## config.mk

```make
export PLATFORM = sky130hd
export DESIGN_NAME = tbl_access_unit
export DESIGN_NICKNAME = d
export VERILOG_FILES = /design/src/rtl/tbl_pkg.sv /design/src/rtl/tbl_ptr_file.sv /design/src/rtl/tbl_blk_addr.sv /design/src/rtl/tbl_seq.sv /design/src/rtl/tbl_access_unit.sv
export SDC_FILE = /design/constraint.sdc
export NUM_CORES = 1
export LEC_CHECK = 0
export BUFFER_PORTS_ARGS = -buffer_cell sky130_fd_sc_hd__buf_2
export CAP_MARGIN = 20
export CORE_MARGIN = 1.5
export CORE_UTILIZATION = 57
export CTS_BUF_LIST = sky130_fd_sc_hd__clkbuf_4
export DETAILED_ROUTE_END_ITERATION = 7
export PLACE_DENSITY_LB_ADDON = 0.05
export SETUP_SLACK_MARGIN = 0.05
export SLEW_MARGIN = 20
export SYNTH_ARGS = -nofsm -noshare
export SYNTH_HDL_FRONTEND = slang
export SYNTH_SLANG_ARGS = --single-unit
```

## constraint.sdc

```tcl
create_clock -name clk -period 7.7 [get_ports clk]
set_clock_uncertainty 0.2 [all_clocks]
set_input_delay 0.385 -clock clk [delete_from_list [all_inputs] [get_ports clk]]
set_output_delay 0.385 -clock clk [all_outputs]
set_load 0.1 [all_outputs]
```

## src/rtl/tbl_pkg.sv

```systemverilog
package tbl_pkg;
  localparam logic       OP_READ  = 1'b0;
  localparam logic       OP_WRITE = 1'b1;

  localparam logic [1:0] MODE_KEEP     = 2'd0;
  localparam logic [1:0] MODE_POST_INC = 2'd1;
  localparam logic [1:0] MODE_POST_DEC = 2'd2;
  localparam logic [1:0] MODE_PRE_INC  = 2'd3;

  localparam logic [1:0] SEL_LOW   = 2'd0;
  localparam logic [1:0] SEL_HIGH  = 2'd1;
  localparam logic [1:0] SEL_UPPER = 2'd2;

  typedef enum logic [1:0] {
    ST_IDLE    = 2'd0,
    ST_RD_ADDR = 2'd1,
    ST_RD_DATA = 2'd2
  } seq_state_t;
endpackage

```

## src/rtl/tbl_ptr_file.sv

```systemverilog
module tbl_ptr_file #(
  parameter int PTR_W = 22
) (
  input  logic             clk,
  input  logic             rst_n,
  input  logic             sw_we,
  input  logic [1:0]       sw_sel,
  input  logic [7:0]       sw_data,
  input  logic             step_en,
  input  logic             step_down,
  output logic [PTR_W-1:0] ptr,
  output logic [PTR_W-1:0] ptr_inc
);
  localparam int LO_W  = PTR_W - 1;
  localparam int LANES = (PTR_W + 7) / 8;

  logic [LO_W-1:0]  lo_up, lo_dn;
  logic [PTR_W-1:0] ptr_step;

  // arithmetic stays inside the low field; the space bit is carried over
  assign lo_up    = ptr[LO_W-1:0] + LO_W'(1);
  assign lo_dn    = ptr[LO_W-1:0] - LO_W'(1);
  assign ptr_inc  = {ptr[PTR_W-1], lo_up};
  assign ptr_step = step_down ? {ptr[PTR_W-1], lo_dn} : ptr_inc;

  for (genvar b = 0; b < LANES; b++) begin : g_lane
    localparam int LW = ((PTR_W - 8*b) > 8) ? 8 : (PTR_W - 8*b);
    logic [LW-1:0] lane_q;
    always_ff @(posedge clk) begin
      if (!rst_n)
        lane_q <= '0;
      else if (step_en)
        lane_q <= ptr_step[8*b +: LW];
      else if (sw_we && (sw_sel == 2'(b)))
        lane_q <= sw_data[LW-1:0];
    end
    assign ptr[8*b +: LW] = lane_q;
  end
endmodule

```

## src/rtl/tbl_blk_addr.sv

```systemverilog
module tbl_blk_addr #(
  parameter int PTR_W   = 22,
  parameter int ROW_SH  = 3,
  parameter int ERASE_SH = 6
) (
  input  logic [PTR_W-1:0]          ptr,
  output logic [PTR_W-ROW_SH-1:0]   row_addr,
  output logic [PTR_W-ERASE_SH-1:0] erase_addr
);
  // the low offset bits are dropped, not used
  assign row_addr   = ptr[PTR_W-1:ROW_SH];
  assign erase_addr = ptr[PTR_W-1:ERASE_SH];
endmodule

```

## src/rtl/tbl_seq.sv

```systemverilog
module tbl_seq
  import tbl_pkg::*;
#(
  parameter int PTR_W      = 22,
  parameter int DATA_W     = 8,
  parameter int HOLD_IDX_W = 3
) (
  input  logic                  clk,
  input  logic                  rst_n,
  input  logic                  cmd_valid,
  input  logic                  cmd_op,
  input  logic [1:0]            cmd_mode,
  output logic                  cmd_ready,
  output logic                  busy,
  input  logic [PTR_W-1:0]      ptr,
  input  logic [PTR_W-1:0]      ptr_inc,
  output logic                  step_en,
  output logic                  step_down,
  output logic                  sw_allow,
  input  logic                  lat_wr_en,
  input  logic [DATA_W-1:0]     lat_wr_data,
  output logic [DATA_W-1:0]     lat_q,
  output logic                  mem_rd_en,
  output logic [PTR_W-1:0]      mem_rd_addr,
  input  logic [DATA_W-1:0]     mem_rd_data,
  output logic                  hold_we,
  output logic [HOLD_IDX_W-1:0] hold_idx,
  output logic [DATA_W-1:0]     hold_data
);
  seq_state_t       st_q;
  logic [1:0]       mode_q;
  logic [PTR_W-1:0] addr_q;
  logic             accept;
  logic [PTR_W-1:0] use_addr;

  assign cmd_ready = (st_q == ST_IDLE);
  assign busy      = (st_q != ST_IDLE);
  assign accept    = cmd_valid && cmd_ready;
  assign sw_allow  = cmd_ready && !accept;
  assign use_addr  = (cmd_mode == MODE_PRE_INC) ? ptr_inc : ptr;
  assign mem_rd_en   = (st_q == ST_RD_ADDR);
  assign mem_rd_addr = addr_q;

  always_comb begin
    step_en   = 1'b0;
    step_down = 1'b0;
    if (accept) begin
      if (cmd_mode == MODE_PRE_INC) begin
        step_en = 1'b1;
      end else if (cmd_op == OP_WRITE && cmd_mode == MODE_POST_INC) begin
        step_en = 1'b1;
      end else if (cmd_op == OP_WRITE && cmd_mode == MODE_POST_DEC) begin
        step_en   = 1'b1;
        step_down = 1'b1;
      end
    end else if (st_q == ST_RD_DATA) begin
      if (mode_q == MODE_POST_INC) begin
        step_en = 1'b1;
      end else if (mode_q == MODE_POST_DEC) begin
        step_en   = 1'b1;
        step_down = 1'b1;
      end
    end
  end

  always_ff @(posedge clk) begin
    if (!rst_n) begin
      st_q      <= ST_IDLE;
      mode_q    <= MODE_KEEP;
      addr_q    <= '0;
      lat_q     <= '0;
      hold_we   <= 1'b0;
      hold_idx  <= '0;
      hold_data <= '0;
    end else begin
      hold_we <= 1'b0;
      case (st_q)
        ST_IDLE: begin
          if (accept && cmd_op == OP_READ) begin
            st_q   <= ST_RD_ADDR;
            mode_q <= cmd_mode;
            addr_q <= use_addr;
          end else if (accept) begin
            hold_we   <= 1'b1;
            hold_idx  <= use_addr[HOLD_IDX_W-1:0];
            hold_data <= lat_q;
          end else if (lat_wr_en) begin
            lat_q <= lat_wr_data;
          end
        end
        ST_RD_ADDR: st_q <= ST_RD_DATA;
        ST_RD_DATA: begin
          lat_q <= mem_rd_data;
          st_q  <= ST_IDLE;
        end
        default: st_q <= ST_IDLE;
      endcase
    end
  end
endmodule

```

## src/rtl/tbl_access_unit.sv

```systemverilog
module tbl_access_unit #(
  parameter int PTR_W       = 22,
  parameter int DATA_W      = 8,
  parameter int HOLD_BYTES  = 8,
  parameter int ERASE_BYTES = 64,
  parameter int HOLD_IDX_W  = $clog2(HOLD_BYTES),
  parameter int ERASE_SH    = $clog2(ERASE_BYTES)
) (
  input  logic                        clk,
  input  logic                        rst_n,
  input  logic                        cmd_valid,
  output logic                        cmd_ready,
  input  logic                        cmd_op,
  input  logic [1:0]                  cmd_mode,
  input  logic                        ptr_wr_en,
  input  logic [1:0]                  ptr_wr_sel,
  input  logic [7:0]                  ptr_wr_data,
  input  logic                        lat_wr_en,
  input  logic [DATA_W-1:0]           lat_wr_data,
  output logic [PTR_W-1:0]            ptr_q,
  output logic [DATA_W-1:0]           lat_q,
  output logic                        busy,
  output logic                        mem_rd_en,
  output logic [PTR_W-1:0]            mem_rd_addr,
  input  logic [DATA_W-1:0]           mem_rd_data,
  output logic                        hold_we,
  output logic [HOLD_IDX_W-1:0]       hold_idx,
  output logic [DATA_W-1:0]           hold_data,
  output logic [PTR_W-HOLD_IDX_W-1:0] lw_block,
  output logic [PTR_W-ERASE_SH-1:0]   erase_block
);
  logic [PTR_W-1:0] ptr_inc;
  logic             step_en, step_down, sw_allow;

  tbl_ptr_file #(.PTR_W(PTR_W)) u_ptr (
    .clk(clk), .rst_n(rst_n),
    .sw_we(ptr_wr_en && sw_allow), .sw_sel(ptr_wr_sel), .sw_data(ptr_wr_data),
    .step_en(step_en), .step_down(step_down),
    .ptr(ptr_q), .ptr_inc(ptr_inc)
  );

  tbl_seq #(.PTR_W(PTR_W), .DATA_W(DATA_W), .HOLD_IDX_W(HOLD_IDX_W)) u_seq (
    .clk(clk), .rst_n(rst_n),
    .cmd_valid(cmd_valid), .cmd_op(cmd_op), .cmd_mode(cmd_mode),
    .cmd_ready(cmd_ready), .busy(busy),
    .ptr(ptr_q), .ptr_inc(ptr_inc),
    .step_en(step_en), .step_down(step_down), .sw_allow(sw_allow),
    .lat_wr_en(lat_wr_en), .lat_wr_data(lat_wr_data), .lat_q(lat_q),
    .mem_rd_en(mem_rd_en), .mem_rd_addr(mem_rd_addr), .mem_rd_data(mem_rd_data),
    .hold_we(hold_we), .hold_idx(hold_idx), .hold_data(hold_data)
  );

  tbl_blk_addr #(.PTR_W(PTR_W), .ROW_SH(HOLD_IDX_W), .ERASE_SH(ERASE_SH)) u_blk (
    .ptr(ptr_q), .row_addr(lw_block), .erase_addr(erase_block)
  );
endmodule

```

* Word level (Yosys, flattened, before mapping)
Cells that the tools add are included.
** Cells by class
- Add/sub/neg operators :: 2
- Equality and inequality tests :: 13
- Multiplexer cells :: 27
- Bitwise logic cells :: 5
- Reduce and logical (&&, ||, !) cells :: 22
** Operators with widths (count)
- $mux W8 :: 7
- $mux W21 :: 2
- $add A21 B1 Y21 const B :: 1
- $sub A21 B1 Y21 const B :: 1
- $pmux W8 S2 :: 1
- $mux W1 :: 13
- $mux W6 :: 2
- $eq A2 B2 Y1 const B :: 5
- $reduce_bool A2 Y1 :: 5
- $logic_and A1 B1 Y1 :: 9
- $eq A2 B1 Y1 const B :: 4
- $ne A2 B2 Y1 const B :: 4
- $not A1 Y1 :: 5
- $logic_not A2 Y1 :: 2
- $pmux W2 S2 :: 1
- $reduce_and A2 Y1 :: 2
- $reduce_and A4 Y1 :: 1
- $reduce_and A3 Y1 :: 1
- $reduce_or A3 Y1 :: 1
- $mux W2 :: 1
- $logic_not A1 Y1 :: 1
** Word-level totals
- Register bits :: 68
- Input port bits :: 34
- Output and inout bits :: 102
- Word-level logic and storage cells :: 80

* Depth between registers and ports, before layout
Gate-level depths: netlist of the first run.
- Depth in word-level cells :: 8
- Depth in mapped cells :: 9
- Depth with buffers taken out :: 7

* By module
Synthesis of the first run repeated with hierarchy kept, for this count alone.
** Second synthesis, totals
- Cell total of the unflattened synthesis :: 547
- Area total of the unflattened synthesis :: 4385.5 um^2
** Modules (own cells, without submodules)
- tbl_ptr_file :: times used 1, cells an instance 286, area an instance 2109.5 um^2, seq. area each 440.4 um^2
- tbl_seq :: times used 1, cells an instance 225, area an instance 2006.9 um^2, seq. area each 920.9 um^2
- tbl_blk_addr :: times used 1, cells an instance 35, area an instance 262.8 um^2, seq. area each 0.0 um^2
- tbl_access_unit :: times used 1, cells an instance 1, area an instance 6.3 um^2, seq. area each 0.0 um^2

* Least setup slack after synthesis of the first run
No wires, ideal clock.
- Path type :: register to register
- Start :: reg u_ptr.g_lane[0].lane_q[0]
- End :: reg u_ptr.g_lane[2].lane_q[4]
- Setup time :: 0.127 ns
- Data arrival time :: 2.848 ns
- Required time :: 7.373 ns
- Setup slack :: 4.525 ns
- Cell stages (with the launch flop) :: 9
- Buffers on the path :: 1
- Period minus slack after synthesis :: 3.175 ns
- Cell sequence :: dfxtp_1 > clkbuf_2 > inv_1 > ha_1 > or3b_4 > or4_1 > nor4b_1 > nor3_1 > or3b_1
** Between the ends
- Word-level cells in the longest chain between the ends :: 3
- Elaborated cells on any way between the ends :: 4
- Those cells by class :: add/sub (2); mux (2)
** RTL lines
- from (decl) :: RTL line tbl_ptr_file.sv:28 : logic [LW-1:0] lane_q;
- from (signal assigned) :: RTL line tbl_ptr_file.sv:33 : lane_q <= ptr_step[8*b +: LW];
- from (signal assigned) :: RTL line tbl_ptr_file.sv:35 : lane_q <= sw_data[LW-1:0];
- $add A21 B1 Y21 / $sub A21 B1 Y21 (equally long branches) :: RTL line tbl_ptr_file.sv:21, tbl_ptr_file.sv:22
- $mux W21 (*) :: RTL line tbl_ptr_file.sv:24 : assign ptr_step = step_down ? {ptr[PTR_W-1], lo_dn} : ptr_inc;
- $mux W6 (*) :: RTL line tbl_ptr_file.sv:32 : else if (step_en)
- to (signal assigned) :: RTL line tbl_ptr_file.sv:33
- to (signal assigned) :: RTL line tbl_ptr_file.sv:35
- to (decl) :: RTL line tbl_ptr_file.sv:28
Every way passes the cells marked *; elsewhere a longest branch is shown, timed or not. The select of a mux whose other input is x is not followed.
A chain may end at the register's enable or synchronous reset.

* Worst setup path in the final report of the first run
- Start :: reg u_seq.st_q[1]
- End :: reg u_ptr.g_lane[2].lane_q[4]
** Between the ends
- Word-level cells in the longest chain between the ends :: 7
- Elaborated cells on any way between the ends :: 14
- Those cells by class :: eq/ne (1); mux (6); reduce/logical (7)
** RTL lines
- from (decl) :: RTL line tbl_seq.sv:30 : seq_state_t st_q;
- from (signal assigned) :: RTL line tbl_seq.sv:68 : st_q <= ST_IDLE;
- from (signal assigned) :: RTL line tbl_seq.sv:80 : st_q <= ST_RD_ADDR;
- from (signal assigned) :: RTL line tbl_seq.sv:91 : ST_RD_ADDR: st_q <= ST_RD_DATA;
- branches (longest 7 deep; another with $mux W21)
Parallel ways; which one is timed is not known. The select of a mux whose other input is x is not followed.

==> results.tsv, run 1 <==
metric	value	unit
status	complete, no violations	
Inst Count DP	684	
Leak Pwr	1.99	nW
HP Class	in -> reg	
# Max-Cap Violations	0	
power per cell area	211	mW/mm2
Initial Utilization	58.6	%
measured slew at the worst slew-check pin	996	ps
H-tree depth	3	
Core Area	0.00721	mm2
critical path, cell by cell	nor2b_2 -> a32o_1 -> nor4_1 -> o2111a_1 -> or3b_1	
number of buffers created by CTS	9	
Period Utilization, post-route	38.7	%
detailed-route wire length per cell	16.0	um
Post-route DRC	0	
share of layout cells above drive strength 1	29.8	%
setup_tns	0	ps
commonest cells after routing, fill and taps aside	buf_2 (135), dfxtp_1 (68), nor2_1 (55)	
most common cell after layout, fill and taps aside	buf_2	
Yosys reg bits	68	
vias in the first global route	3242	
Crit. Startpoint	u_seq.st_q[1]$_SDFFE_PN0P_	
Starting DRT DRC Count	345	
fraction of registers with async set or reset after synthesis	0	%
initial antenna violation count	0	
type of the worst setup path	reg -> reg	
CP Launch Type	flip-flop	
Top FF cell, synth	dfxtp_1	
total grt overflow	0	
Synth Area in Simple Gates	27.8	%
GRT Total Usage	27.4	%
vias	4108	
syn avg cell area	8.06	um2
syn_nets	562	
Min Clock Period, post-route	2980	ps
final net count	633	
compound-cell area share of the yosys netlist	15.1	%
Max FO, Critical Path	13	
Clock Sinks	68	
Final HPWL DP	7880	um
maximum VDD drop	103	uV
number of library cell types mapped by synthesis	57	
post-CTS sizing	0	
Die H	89.1	um
CTS Buffer Depth	2	
Routed Wire Length	11200	um
I/O Pins	136	
R2R Setup Slk	4720	ps
clk_lat worst skew	430	ps
num rows	31	
Post-DRT Antenna Nets	0	
CTS tree	yes	
die width	89.1	um
Layout Utilization	65.3	%
Ys Warns	0	
terminus of the critical flop-to-flop path	u_ptr.g_lane[2].lane_q[4]$_SDFFE_PN0P_	
slowest CP cell	a32o_1	
mux cell area share after synthesis	6.39	%
largest family of logic cells by synthesized area	simple AND/OR/NAND/NOR gates	
Setup crit end kind	flip-flop	
die area	0.00795	mm2
Worst-path clk slew	130	ps
gpl congestion	0.867	
pre-CTS setup slack	4380	ps
routed vias/inst	5.87	
Post-CTS Hold Buffers	0	
post-synthesis sequential area ratio	32.2	%
Req. time, crit path	7830	ps
Layout area overhead	11.4	%
DR pass1 iterations	5	
Yosys top cell by area	dfxtp_1	
RSZ-0062 raised after global routing	false	
first-pass GRT wire length	16600	um
Synth Area in XOR/XNOR	4.35	%
end point of the critical path	u_ptr.g_lane[2].lane_q[4]$_SDFFE_PN0P_	
PortBufs	135	
Max-slew headroom	33.6	%
fin. max-slew vios	0	
antenna cells	0	
Yosys top cell area share	32.2	%
Adder-Cell Fraction of Synth Area	1.12	%
mapped cell area	0.00423	mm2
R2R Path Start	u_seq.st_q[1]$_SDFFE_PN0P_	
final count of hold timing violations	0	
post-synthesis cell count	525	
Worst EP arrival	3100	ps
clock root cell	clkbuf_4	
setup violators final	0	
synth top area cells	dfxtp_1 (32%), buf_4 (6.7%), mux2i_1 (6.4%)	
fmax	336	MHz
setup ws final	4720	ps
largest net degree at the start of global routing	44	
Max stage delay on crit path	750	ps
reg2reg path depth	5	
fin cells	700	
Post-synth EDFFs	0	
postcts setup bufs	0	
critical path: cells and delay by family, from the launching register on:
kind             cells  cell delay [ps]
flip-flops           1              500
AND/OR/NAND/NOR      3             1170
AO/OA/AOI/OAI        2             1010
cells by family after synthesis:
family / Yosys count
buffers and inverters: 88
muxes: 27
DFF: 68
adders and majority gates: 4
xor gates and xnor gates: 21
AOI/OAI and AO/OA: 95
and+or+nand+nor: 222
cell usage after synthesis (6+ instances only):
cell	number
dfxtp_1	68
nor2_1	56
buf_4	38
nand2_1	36
nor3_1	29
a211oi_1	28
clkbuf_1	27
mux2i_1	27
a21oi_1	24
nand3_1	20
o21ai_0	13
xnor2_1	13
nand4_1	11
or3_1	11
a31oi_1	10
nor4_1	10
inv_1	8
xor2_1	8
or2_2	7
and3_1	6
buf_6	6
metrics by stage:
step	power, mW	cell area (um2)	hold WS [ps]
2_1_floorplan	0.675	4230	260
3_3_place_gp	0.717	4540	241
3_5_place_dp	0.720	4540	247
4_1_cts	0.994	4710	1.32
5_1_grt	1.03	4710	31.6
6_report	0.994	4710	10.9
area by class of cell:
cell class                      instances  area, um2
Sequential cell                        68       1360
Timing Repair Buffer                  139        706
Clock inverter                          7       98.8
Inverter                                9       33.8
Clock buffer                            9       67.6
Multi-Input combinational cell        369       2320
Tap cell                               99        124
Fill cell                             700       2500
layer usage:
| metal | routed length [um] | global-route usage (%) |
|---|---|---|
| met1 | 4900 | 37.9 |
| met3 | 1030 | 4.62 |
| met2 | 5100 | 43.0 |
| met4 | 179 | 10.5 |
| met5 | 0 | 0 |
power breakdown:
part	switching [mW]	leakage, nW	internal [mW]
Clock	0.147	0.0865	0.133
Combinational	0.259	1.35	0.0640
Sequential	0.0205	0.555	0.370
registers in the layout (all words and copies together) (netlist names):
register             cells
u_ptr.g_lane.lane_q     22
u_seq.hold_data          8
u_seq.hold_idx           3
u_seq.hold_we            1
u_seq.lat_q              8
u_seq.mem_rd_addr       22
u_seq.mode_q             2
u_seq.st_q               2
how the worst min path moves through the flow:
stage	from	endpoint	slack, ps	cells past startpoint
after global placement	u_seq.hold_data[3]$_SDFFE_PN0P_	u_seq.hold_data[3]$_SDFFE_PN0P_	240	2
final	ptr_wr_data[5]	u_ptr.g_lane[2].lane_q[5]$_SDFFE_PN0P_	10	3
after floorplan	u_seq.mode_q[0]$_SDFFE_PN0P_	u_seq.mode_q[0]$_SDFFE_PN0P_	260	2
after CTS	cmd_op	u_seq.st_q[0]$_SDFFE_PN0P_	1	2
after global routing	cmd_op	u_seq.st_q[0]$_SDFFE_PN0P_	30	2
after detailed placement	u_seq.hold_data[5]$_SDFFE_PN0P_	u_seq.hold_data[5]$_SDFFE_PN0P_	250	2
No activity file was read; power rests on OpenSTA's default activity.
==> run 2, diff against run 1 <==
--- a/config.mk
+++ b/config.mk
@@ -5,10 +5,11 @@
 export SDC_FILE = /design/constraint.sdc
 export NUM_CORES = 1
 export LEC_CHECK = 0
+export ABC_AREA = 1
 export BUFFER_PORTS_ARGS = -buffer_cell sky130_fd_sc_hd__buf_2
 export CAP_MARGIN = 20
 export CORE_MARGIN = 1.5
-export CORE_UTILIZATION = 57
+export CORE_UTILIZATION = 54
 export CTS_BUF_LIST = sky130_fd_sc_hd__clkbuf_4
 export DETAILED_ROUTE_END_ITERATION = 7
 export PLACE_DENSITY_LB_ADDON = 0.05
==> constraint.sdc (replaced) <==
create_clock -name clk -period 2.74 [get_ports clk]
set_clock_uncertainty 0.2 [all_clocks]
set_input_delay 0.137 -clock clk [delete_from_list [all_inputs] [get_ports clk]]
set_output_delay 0.137 -clock clk [all_outputs]
set_load 0.1 [all_outputs]
==> run 2 against run 1 <==
  * Register-to-register slack worse by 4400 ps
  * Wire length rose by 40%
  * Sequential share of layout area is 3.7 points lower
  * First-iteration DRC count rose by 65%
  * Fmax up 23%
  * Global-route usage is 8.9 points higher
  * Total power grew to 3.5 times the previous value
  * Hold slack better by 22 ps
  * Design area up 15%
==> results.tsv, run 2 <==
metric	value	unit	change
status	complete, no violations		
fmax	414	MHz	+23%
initial antenna violation count	0		unchanged
most common cell in the netlist	nand2_1		
die width	94.4	um	+5.9%
buffers and inverters on the worst path	3		+3
DP Area	0.00493	mm2	+8.5%
commonest cells after routing, fill and taps aside	nand2_1 (171), buf_2 (135), nor2_1 (102)		
Post-synth top cells	nand2_1 (171), nor2_1 (103), nand3_1 (70)		
Req. time, crit path	2940	ps	-4890 ps
mapped cell area	0.00451	mm2	+6.6%
CTS tree	yes		
Yosys top cell by area	dfxtp_1		
fraction of registers with async set or reset after synthesis	0	%	unchanged
Min Clock Period, post-route	2420	ps	-559 ps
largest net degree at the start of global routing	34		-23%
routed vias/inst	5.65		-3.7%
Final Instance Area	0.00541	mm2	+15%
power per cell area	648	mW/mm2	+210%
vias	5354		+30%
Max-slew headroom	44.4	%	+11 points
Yosys top cell area share	30.2	%	-2.0 points
CP top delay family	simple AND/OR/NAND/NOR gates		
Worst EP arrival	2610	ps	-490 ps
Max FO, Critical Path	13		unchanged
fin cells	947		+35%
Routed Wire Length	15700	um	+40%
Layout Utilization	66.5	%	+1.2 points
RSZ-0062 raised after global routing	false		
syn avg cell area	6.22	um2	-23%
Yosys reg bits	68		unchanged
fin. max-slew vios	0		unchanged
total grt overflow	0		unchanged
CP Launch Type	flip-flop		
Post-route DRC	0		unchanged
type of the worst setup path	reg -> reg		
H-tree depth	3		unchanged
critical path, cell by cell	nor2_2 -> nand3_1 -> nor2_1 -> nand2_1 -> dlygate4sd3_1 -> inv_1 -> nor2_4 -> nand2_1 -> nand2_1 -> inv_1 -> a21oi_1		
vias in the first global route	4958		+53%
clock root cell	clkbuf_4		
R2R Setup Slk	320	ps	-4400 ps
worst hold slack	33.4	ps	+22.5 ps
detailed-route wire length per cell	16.5	um	+3.3%
Core Area	0.00813	mm2	+13%
num rows	33		+6.5%
Inst Count DP	900		+32%
Die H	94.4	um	+5.9%
gpl congestion	0.987		+14%
# Max-Cap Violations	0		unchanged
Post-DRT Antenna Nets	0		unchanged
first-pass GRT wire length	24900	um	+50%
setup ws final	322	ps	-4400 ps
Worst-path clk slew	150	ps	+20 ps
total chip power	3.50	mW	+250%
final count of hold timing violations	0		unchanged
number of buffers created by CTS	9		unchanged
antenna cells	0		unchanged
share of layout cells above drive strength 1	21.6	%	-8.2 points
Clock Sinks	68		unchanged
Top FF cell, synth	dfxtp_1		
PortBufs	135		unchanged
Leak Pwr	2.68	nW	+35%
Ys Warns	0		unchanged
slowest CP cell	dlygate4sd3_1		
Starting DRT DRC Count	569		+65%
syn_nets	762		+36%
Initial Utilization	55.4	%	-3.2 points
post-synthesis cell count	725		+38%
final net count	874		+38%
number of library cell types mapped by synthesis	30		-47%
DR pass1 iterations	7		+2
GRT Total Usage	36.4	%	+8.9 points
die area	0.00890	mm2	+12%
most common cell after layout, fill and taps aside	nand2_1		
CTS Buffer Depth	2		unchanged
Worst path most repeated cell	nand2_1		
Setup crit end kind	flip-flop		
Post-synth EDFFs	0		unchanged
pre-CTS setup slack	558	ps	-3820 ps
setup violators final	0		unchanged
measured slew at the worst slew-check pin	834	ps	-163 ps
Layout area overhead	19.9	%	
clk_lat worst skew	460	ps	+30 ps
setup_tns	0	ps	unchanged
synth top area cells	dfxtp_1 (30%), nand2_1 (14%), nor2_1 (8.6%)		
I/O Pins	136		unchanged
Period Utilization, post-route	88.3	%	+50 points
post-synthesis sequential area ratio	30.2	%	-2.0 points
Max stage delay on crit path	570	ps	-180 ps
maximum VDD drop	388	uV	+280%
HP Class	in -> reg		
Final HPWL DP	11000	um	+40%
==> run 2: power by group <==
| group | internal (mW) | switching, mW |
|---|---|---|
| registers | 1.06 | 0.109 |
| logic | 0.288 | 1.23 |
| clock network | 0.374 | 0.440 |
| total | 1.72 | 1.78 |
==> run 2: path summary, 6_finish.rpt <==
kind / cells past startpoint / endpoint / from
setup / recovery: 11 / u_ptr.g_lane[2].lane_q[2]$_SDFFE_PN0P_ / u_seq.st_q[1]$_SDFFE_PN0P_
hold / removal: 5 / u_seq.mem_rd_addr[1]$_SDFFE_PN0P_ / cmd_op
hold reg to reg: 2 / u_seq.mem_rd_addr[1]$_SDFFE_PN0P_ / u_seq.mem_rd_addr[1]$_SDFFE_PN0P_
setup reg to reg: 11 / u_ptr.g_lane[2].lane_q[2]$_SDFFE_PN0P_ / u_seq.st_q[1]$_SDFFE_PN0P_
==> run 2: worst min-delay path, stage by stage <==
cell and delay [ps]:
buf_2 90, nor2_2 40, buf_4 200, nand2_1 110
a21oi_1 70
==> run 2: cell families (layout without fill, tap and decap cells) <==
| family | count (synthesis) | count (layout) | synth area share [%] |
|---|---|---|---|
| AND/OR/NAND/NOR | 365 | 365 | 34.1 |
| AO/OA/AOI/OAI | 147 | 147 | 17.5 |
| buffers and inverters | 128 | 245 | 14.6 |
| flip-flops | 68 | 68 | 30.2 |
| XOR/XNOR | 14 | 14 | 2.72 |
| adder cells (fa/ha/maj) | 3 | 3 | 0.833 |
==> run 2: cell type report <==
| cell class | count | area [um2] |
|---|---|---|
| fill | 751 | 2730 |
| tap | 105 | 131 |
| sequential | 68 | 1360 |
| clock inverter | 7 | 98.8 |
| timing repair buffer | 175 | 1050 |
| multi-input combinational | 529 | 2490 |
| clock buffer | 9 | 67.6 |
| inverter | 54 | 203 |
==> run 2: repair_timing <==
item                                    in CTS  in global routing
hold buffers                                31                  0
resized for setup                            0                  1
endpoints found under the setup margin       0                  1
hold endpoints to repair                    45                  0
setup buffers                                0                  0
==> run 2: routing by layer <==
layer	GRT usage (%)	part of all wire (%)	vias up
li1	-	-	2553
met1	44.1	39	2408
met2	61.6	48	336
met3	7.33	9.1	57
met4	16.9	3.7	0
met5	0	0	-
==> run 3, diff against run 2 <==
--- a/config.mk
+++ b/config.mk
@@ -12,7 +12,7 @@
 export CORE_UTILIZATION = 54
 export CTS_BUF_LIST = sky130_fd_sc_hd__clkbuf_4
 export DETAILED_ROUTE_END_ITERATION = 7
-export PLACE_DENSITY_LB_ADDON = 0.05
+export PLACE_DENSITY = 0.83
 export SETUP_SLACK_MARGIN = 0.05
 export SLEW_MARGIN = 20
 export SYNTH_ARGS = -nofsm -noshare
==> constraint.sdc (replaced) <==
create_clock -name clk -period 2.3 [get_ports clk]
set_clock_uncertainty 0.2 [all_clocks]
set_input_delay 0.115 -clock clk [delete_from_list [all_inputs] [get_ports clk]]
set_output_delay 0.115 -clock clk [all_outputs]
set_load 0.1 [all_outputs]
==> run 3 against run 2 <==
  * Non-clock buffer count rose by 8
  * Sequential power rose by 20%
  * Sequential share of layout area rose by 0.14 points
  * Global-route usage rose by 3.1 points
  * Cell count rose by 0.95%
  * Hold slack improved by 13 ps
  * Combinational power rose by 22%
  * Die area did not move
  * First-iteration DRC count fell by 24%
  * Total power rose by 13%
  * Largest power group unchanged
==> results.tsv, run 3 (synthesis gave the netlist of run 2 again) <==
metric	value	unit	change
status	complete, no violations		
Routed Wire Length	16900	um	+7.7%
largest net degree at the start of global routing	29		-15%
Layout area overhead	20.8	%	
maximum VDD drop	480	uV	+24%
Worst EP arrival	2360	ps	-250 ps
gpl congestion	0.983		-0.49%
RSZ-0062 raised after global routing	false		
setup_tns	0	ps	unchanged
Setup crit end kind	flip-flop		
setup violators final	0		unchanged
CTS Buffer Depth	2		unchanged
GRT Total Usage	39.4	%	+3.1 points
fin. max-slew vios	0		unchanged
power per cell area	729	mW/mm2	+13%
Max FO, Critical Path	16		+3
H-tree depth	3		unchanged
critical path, cell by cell	inv_2 -> a21oi_1 -> buf_4 -> o21ai_0 -> a31oi_1 -> dlygate4sd3_1		
Clock Sinks	68		unchanged
clk_lat worst skew	460	ps	about the same
buffers and inverters on the worst path	3		unchanged
routed vias/inst	5.76		+2.0%
Post-DRT Antenna Nets	0		unchanged
vias in the first global route	5182		+4.5%
Die H	94.4	um	unchanged
PortBufs	135		unchanged
Period Utilization, post-route	94.0	%	+5.7 points
antenna cells	0		unchanged
reg2reg path depth	6		-5
Max-slew headroom	43.7	%	-0.69 points
Leak Pwr	2.71	nW	+1.0%
Starting DRT DRC Count	434		-24%
CTS tree	yes		
Stages on worst setup path	6		-5
vias	5511		+2.9%
initial antenna violation count	0		unchanged
number of buffers created by CTS	9		unchanged
CP Launch Type	flip-flop		
worst hold slack	46.5	ps	+13.1 ps
detailed-route wire length per cell	17.6	um	+6.6%
Post-route DRC	0		unchanged
# Max-Cap Violations	0		unchanged
final count of hold timing violations	0		unchanged
fill cell count	758		+0.93%
Min Clock Period, post-route	2160	ps	-257 ps
type of the worst setup path	reg -> reg		
die area	0.00890	mm2	unchanged
num rows	33		unchanged
DR pass1 iterations	5		-2
Hold Path Stages	5		unchanged
Worst-path clk slew	130	ps	-20 ps
HP Class	in -> reg		
commonest cells after routing, fill and taps aside	nand2_1 (171), buf_2 (135), nor2_1 (102)		
die width	94.4	um	unchanged
Initial Utilization	55.4	%	unchanged
measured slew at the worst slew-check pin	844	ps	+10.3 ps
Max stage delay on crit path	580	ps	about the same
clock root cell	clkbuf_4		
Req. time, crit path	2500	ps	-440 ps
slowest CP cell	dlygate4sd3_1		
Final HPWL DP	11500	um	+4.2%
first-pass GRT wire length	26500	um	+6.6%
Core Area	0.00813	mm2	unchanged
final net count	883		+1.0%
fmax	463	MHz	+12%
total grt overflow	0		unchanged
I/O Pins	136		unchanged
CP top delay family	buffers and inverters		
most common cell after layout, fill and taps aside	nand2_1		
share of layout cells above drive strength 1	23.7	%	+2.1 points
postcts setup bufs	0		unchanged
==> run 3: changes by cell type in the layout (fill, tap and decap cells not counted), sizes merged <==
cell | previous run | this run
nand2 | 175 | 176
dlygate4sd3 | 31 | 32
bufinv | 2 | 0
buf | 144 | 151
clkinv | 3 | 5
==> run 3: final cells by class <==
class                      instances  area [um2]  area share (%)
clock inverter                     7        42.5           0.781
inverter                          54         203            3.72
tap                              105         131            2.41
clock buffer                       9        67.6            1.24
timing repair buffer             183        1120            20.5
multi-input combinational        530        2500            46.0
sequential                        68        1380            25.3
==> run 3: path summary, 6_finish.rpt <==
check             slack (ps)                         startpoint                                end
setup / recovery         140         u_seq.st_q[1]$_SDFFE_PN0P_        u_seq.lat_q[5]$_SDFFE_PN0P_
hold / removal            50                          cmd_valid     u_seq.hold_idx[2]$_SDFFE_PN0P_
setup reg to reg         140         u_seq.st_q[1]$_SDFFE_PN0P_        u_seq.lat_q[5]$_SDFFE_PN0P_
hold reg to reg          270  u_seq.mem_rd_addr[1]$_SDFFE_PN0P_  u_seq.mem_rd_addr[1]$_SDFFE_PN0P_
==> run 3: tightest hold or removal path: stages <==
cell,delay [ps]
buf_2,90
nand2_1,70
nor2_1,100
buf_4,190
a21oi_1,90
==> run 3: power by group <==
part	total, mW	switching (mW)	internal, mW
registers	1.40	0.129	1.27
clock network	0.718	0.501	0.216
logic	1.86	1.50	0.357
total	3.97	2.13	1.84
==> run 3: layer usage <==
metal / share of wire, % / vias to the layer above / wire, um / global-route usage, %
li1: - / 2571 / - / -
met1: 38 / 2507 / 6400 / 47.2
met2: 46 / 362 / 7680 / 64.3
met3: 11 / 71 / 1880 / 9.82
met4: 5.3 / 0 / 891 / 22.3
met5: 0 / - / 0 / 0
==> run 3: through the flow <==
step | area (um2) | std cells | setup slack [ps] | power (mW) | util (%)
after global routing | 5450 | 956 | 53.7 | 4.13 | 66.9
after detailed placement | 5000 | 907 | 192 | 3.19 | 61.5
after global placement | 5000 | 907 | 268 | 3.18 | 61.5
final | 5450 | 956 | 139 | 3.97 | 66.9
after floorplan | 4530 | 725 | 73.9 | 2.90 | -
after CTS | 5430 | 955 | 162 | 3.93 | 66.8
==> run 3: timing repair <==
item,in CTS,in global routing
gates resized for setup,0,0
hold buffers,32,0
hold endpoints to repair,37,0
setup endpoints to repair,0,3
